## config.mk

```make
export PLATFORM = sky130hd
export DESIGN_NAME = burst_crc_lane
export DESIGN_NICKNAME = d
export VERILOG_FILES = /design/src/rtl/slipcrc_pkg.sv /design/src/rtl/burst_crc_lane.sv
export SDC_FILE = /design/constraint.sdc
export NUM_CORES = 1
export LEC_CHECK = 0
export BUFFER_PORTS_ARGS = -buffer_cell sky130_fd_sc_hd__buf_2
export CORE_MARGIN = 3
export CORE_UTILIZATION = 58
export CTS_CLUSTER_DIAMETER = 60
export DETAILED_ROUTE_END_ITERATION = 7
export PLACE_DENSITY = 0.87
export SLEW_MARGIN = 20
export SYNTH_ARGS = -nofsm -noshare
export SYNTH_HDL_FRONTEND = slang
export SYNTH_SLANG_ARGS = --single-unit
```

## constraint.sdc

```tcl
create_clock -name clk -period 2.3 [get_ports clk]
set_input_delay 0 -clock clk [delete_from_list [all_inputs] [get_ports clk]]
set_output_delay 0 -clock clk [all_outputs]
set_load 0.03 [all_outputs]
```

## src/rtl/slipcrc_pkg.sv

```systemverilog
package slipcrc_pkg;

  // One MSB-first LFSR step over a register of width w (w <= 32).
  function automatic logic [31:0] crc_step(input logic [31:0] r, input logic b,
                                           input logic [31:0] poly, input int w);
    logic [31:0] mask;
    logic [31:0] nxt;
    logic        fb;
    mask = (32'd1 << w) - 32'd1;
    fb   = r[w-1] ^ b;
    nxt  = (r << 1) & mask;
    if (fb) nxt = nxt ^ (poly & mask);
    return nxt;
  endfunction

  // Selection cost: distance from the centre lane first, positive side loses ties.
  function automatic int slip_cost(input int k, input int n);
    int c;
    int d;
    c = (n - 1) / 2;
    d = (k > c) ? (k - c) : (c - k);
    return 2 * d + ((k > c) ? 1 : 0);
  endfunction

  // Signed slip in bits represented by lane k.
  function automatic int lane_slip(input int k, input int step, input int span);
    return k * step - span;
  endfunction

endpackage

```

## src/rtl/burst_crc_lane.sv

```systemverilog
module burst_crc_lane #(
  parameter int CRC_W = 15,
  parameter int CW_W  = 105,
  parameter int IDX_W = 7,
  parameter int START = 0,
  parameter logic [CRC_W-1:0] POLY = 15'h4599,
  parameter logic [CRC_W-1:0] INIT = '0
) (
  input  logic             clk,
  input  logic             rst_n,
  input  logic             take,
  input  logic [IDX_W-1:0] idx,
  input  logic             bit_in,
  output logic             rem_zero
);
  logic [CRC_W-1:0] crc;
  logic [CRC_W-1:0] seed;
  logic             in_win;
  logic             first;

  assign in_win = take && (int'(idx) >= START) && (int'(idx) < START + CW_W);
  assign first  = (int'(idx) == START);
  assign seed   = first ? INIT : crc;

  always_ff @(posedge clk or negedge rst_n) begin
    if (!rst_n) crc <= '0;
    else if (in_win)
      crc <= CRC_W'(slipcrc_pkg::crc_step(32'(seed), bit_in, 32'(POLY), CRC_W));
  end

  assign rem_zero = (crc == '0);

  // outside its own window a lane's register does not move
  a_r7_lane_hold: assert property (@(posedge clk) disable iff (!rst_n)
    !in_win |=> $stable(crc));

endmodule

```

**Yosys cells after proc, flatten, opt, wreduce, memory -nomap -nowiden**

Cells that the tools add are included.

- Flip-flop bits (word level): 15
- Bits in latches: 0
- Bits in writable memories: 0
- Memory bits (read-only): 0
- Input bits: 11
- Output and inout port bits: 1
- Logic and storage cells: 9
- Memories kept: 0

- $add $sub $neg: 0
- Multiply operators: 0
- Div/mod/pow operators: 0
- $lt $le $gt $ge: 1
- Eq/ne operators: 0
- Shifts and indexed selects: 0
- Muxes and demuxes: 2
- Bitwise operators: 2
- Reductions and logical operators: 3

Operators by type and width:

| operator | number |
|---|---|
| 15-bit two-way mux | 2 |
| 15-bit logical NOT | 1 |
| 7-bit logical NOT | 1 |
| 7-bit < comparator, second input constant | 1 |
| 7-bit NOT | 1 |
| 1-bit logical AND | 1 |
| 1-bit XOR | 1 |

**Logic depth before layout (Yosys ltp)**

- Depth after elaboration: 4
- Depth in mapped cells: 5
- Depth with buffers taken out: 4

**Worst setup path before layout**

OpenSTA, ideal clock, no wires.

- Path kind: reg-to-output
- Start point: register crc[14]
- End point: output rem_zero
- Arrival time: 1.145 ns
- Data required time: 2.300 ns
- Setup slack: 1.155 ns
- Stages on the path, launching flop included: 4
- Buffers on the path: 1
- Cell sequence: dfrtp_1 > buf_4 > nor4_1 > and4_1

- Cells in the longest elaborated chain, start to end: 1

Ends and longest elaborated chain:

| item | line | text |
|---|---|---|
| start, declared | burst_crc_lane.sv:16 | `logic [CRC_W-1:0] crc;` |
| start signal, assigned | burst_crc_lane.sv:28 | `crc <= CRC_W'(slipcrc_pkg::crc_step(32'(seed), bit_in, 32'(POLY), CRC_W));` |
| 15-bit logical NOT | burst_crc_lane.sv:31 | `assign rem_zero = (crc == '0);` |
| end, declared | burst_crc_lane.sv:14 | `output logic rem_zero` |

Every way passes these cells.

**Worst setup path in the final report**

Ends and elaborated chain as after synthesis.

==> results.cfg <==
[sta]
hold_viol = 0
rsz0062_at_grt = no
maxSlewHeadroom = 0.5594
max_freq_ghz = 0.6314
drv_slew = 0
tns_ns = 0
hold_slack_ns = 0.1423
period_share = 0.6887
final-setup-viol-count = 0
worst_pin_slew_ns = 0.6564
skew_ns = 0.007186
fin_crit_ns = 1.584

[synthesis]
synth_nets = 102
yosys_warnings = 0
synthTopCellsByArea = dfrtp_1 45%, xnor2_1 13%, nand2_1 9.9%
synth_cells = 91
ys_types = 22
ys_ff_latch = 15
ys_seq_area_frac = 0.4511
synth.cell_area_sq_um = 832.0
synth_top_area_frac = 0.4511
synth_top_area_cell = dfrtp_1
avgSynthCellArea_sq_um = 9.143

[global_routing]
antenna_found_initial = 0
grt_max_degree = 21
grtUsageTotal = 0.1921
gr-total-overflow = 0
grt_pass1_vias = 639
grt_pass1_wl_mm = 2.746

[floorplanning]
dieArea_sq_um = 1925
coreArea_sq_um = 1318
ios = 12
start_util = 0.6315
rows = 13
die_y_um = 43.88
die_w_um = 43.88

[pwr]
powerDensity_nw_per_um2 = 1126
p_int_uw = 657.7
comb_power_share = 0.379
p_leak_uw = 0.0004092
p_clk_frac = 0.139
power_switching_uw = 383.1
switching_share = 0.3681
vdd_drop_max_uv = 606.8
seqPwrFrac = 0.482

[setup_path]
crit_slowest_cell = dfrtp_1
slowest_delay_ns = 0.53
crit_path_end_kind = output pin
worstPathRequired_ns = 2.30
arrival_ns = 1.58
rr_worst_depth = 4
path_cells = nor4_1 -> and4_1 -> buf_2
r2r-end = crc[7]
r2r-start = crc[14]
crit_fanout = 11
worstSetupPathType = flip-flop to output pin
startpoint_type = flip-flop
rrSetupSlack_ns = 1.04

[route]
first_pass_iters = 4
drtIter0Drc = 10
postRouteAntennaNets = 0
drc = 0
via_per_inst = 5.576
wl_per_cell_um = 13.49
drt_wl_total_mm = 1.592
num_vias = 658

[placed_design]
globalplace.congestion = 0.7847
portBuffers = 11
dp_hpwl_mm = 1.220

[clocking]
cts_tree = done
cts_resized = 0
clk_pin_slew_ns = 0.09
worstSkewPairLatency_ns = 0.28
htreeDepth = 1
cts_buffers = 3
cts.sinks = 15
cts_buffer_depth = 2
cts-root-buf = clkbuf_4

[finish]
nets = 115
final_common_cell = nand2_1
largest_reg_flops = 15
final_cell_mix = 22 x nand2_1, 15 x dfrtp_1, 14 x o21ai_0
layout-area-overhead-vs-synth_pct = 11.13
finish.utilization = 0.7018
reg_top3 = crc (15)
largest_register = crc
drive_above_1_share = 0.1845
antenna_cells = 0

[min_path]
hold_path_class = input pin to asynchronous set/reset pin

[job]
drv_cap = 0

[run_status]
status = completed
## worst max-delay path: cells and delay by family, from the launching register on
family,cells,cell delay (ns)
flip-flops,1,0.53
AND/OR/NAND/NOR,2,0.57
buffers and inverters,1,0.20
## metal layers
metal | routed length (um) | share of wire | global-route usage
met4 | 27 | 0.017 | 0.07229
met3 | 31 | 0.019 | 0.03734
met2 | 785 | 0.49 | 0.3110
met1 | 748 | 0.47 | 0.2519
met5 | 0 | 0 | 0
## kinds of logic after synthesis
family | share of synthesized area
mux | 0.01203
xor+xnor | 0.1263
simple gates | 0.2180
buf+inv | 0.03008
flops | 0.4511
compound gates | 0.1624
## worst max-delay path by stage
stage | start | end | slack (ns) | depth (start not counted)
3_3_place_gp | idx[4] | crc[8] | 1.01 | 5
3_5_place_dp | idx[4] | crc[12] | 0.94 | 5
4_1_cts | crc[14] | rem_zero | 0.70 | 3
6_report | crc[14] | rem_zero | 0.72 | 3
5_1_grt | crc[14] | rem_zero | 0.58 | 3
2_1_floorplan | crc[14] | rem_zero | 1.15 | 3
## stage by stage
step / instances / setup WS [ns] / total power (uW) / cell area [sq um]
6_report: 118 / 0.7161 / 1041 / 924.6
5_1_grt: 118 / 0.5815 / 1141 / 924.6
4_1_cts: 118 / 0.6993 / 1054 / 924.6
3_5_place_dp: 113 / 0.9439 / 903.5 / 888.4
3_3_place_gp: 113 / 1.006 / 882.8 / 888.4
2_1_floorplan: 91 / 1.155 / 819.1 / 832.0
## power groups by stage
stage               logic (uW)  registers (uW)  clock network, uW
floorplan                  368             451                  0
global placement           382             501                  0
detailed placement         394             509                  0
CTS                        399             503                152
global route               450             524                167
finish                     394             502                145
## synth_stat cells
cell type  instances
mux2i_1            1
nand2_1           22
and3_1             1
buf_2              2
xnor2_1           12
nor3b_1            1
clkbuf_1           2
and4_1             1
nor3_2             1
dfrtp_1           15
a21boi_0           1
buf_4              1
nand2_4            1
nor4_4             1
o21ai_0           14
a21oi_1            5
nor4_1             4
o21ai_1            2
a221oi_2           1
nor3_1             1
o211ai_1           1
nor2_1             1
## timing repair
item,CTS,global route
hold endpoints to repair,15,0
buffers inserted,0,0
setup endpoints to repair,0,0
hold buffers,1,0
## layout make-up
| cell class | count | area [sq um] |
|---|---|---|
| repair buffers | 13 | 72.57 |
| multi-input cells | 71 | 431.7 |
| clock buffers | 4 | 26.28 |
| well taps | 15 | 18.77 |
| flip-flops and latches | 15 | 375.4 |
| fillers | 102 | 392.9 |
Note: power is estimated with default switching activity, not from simulation.
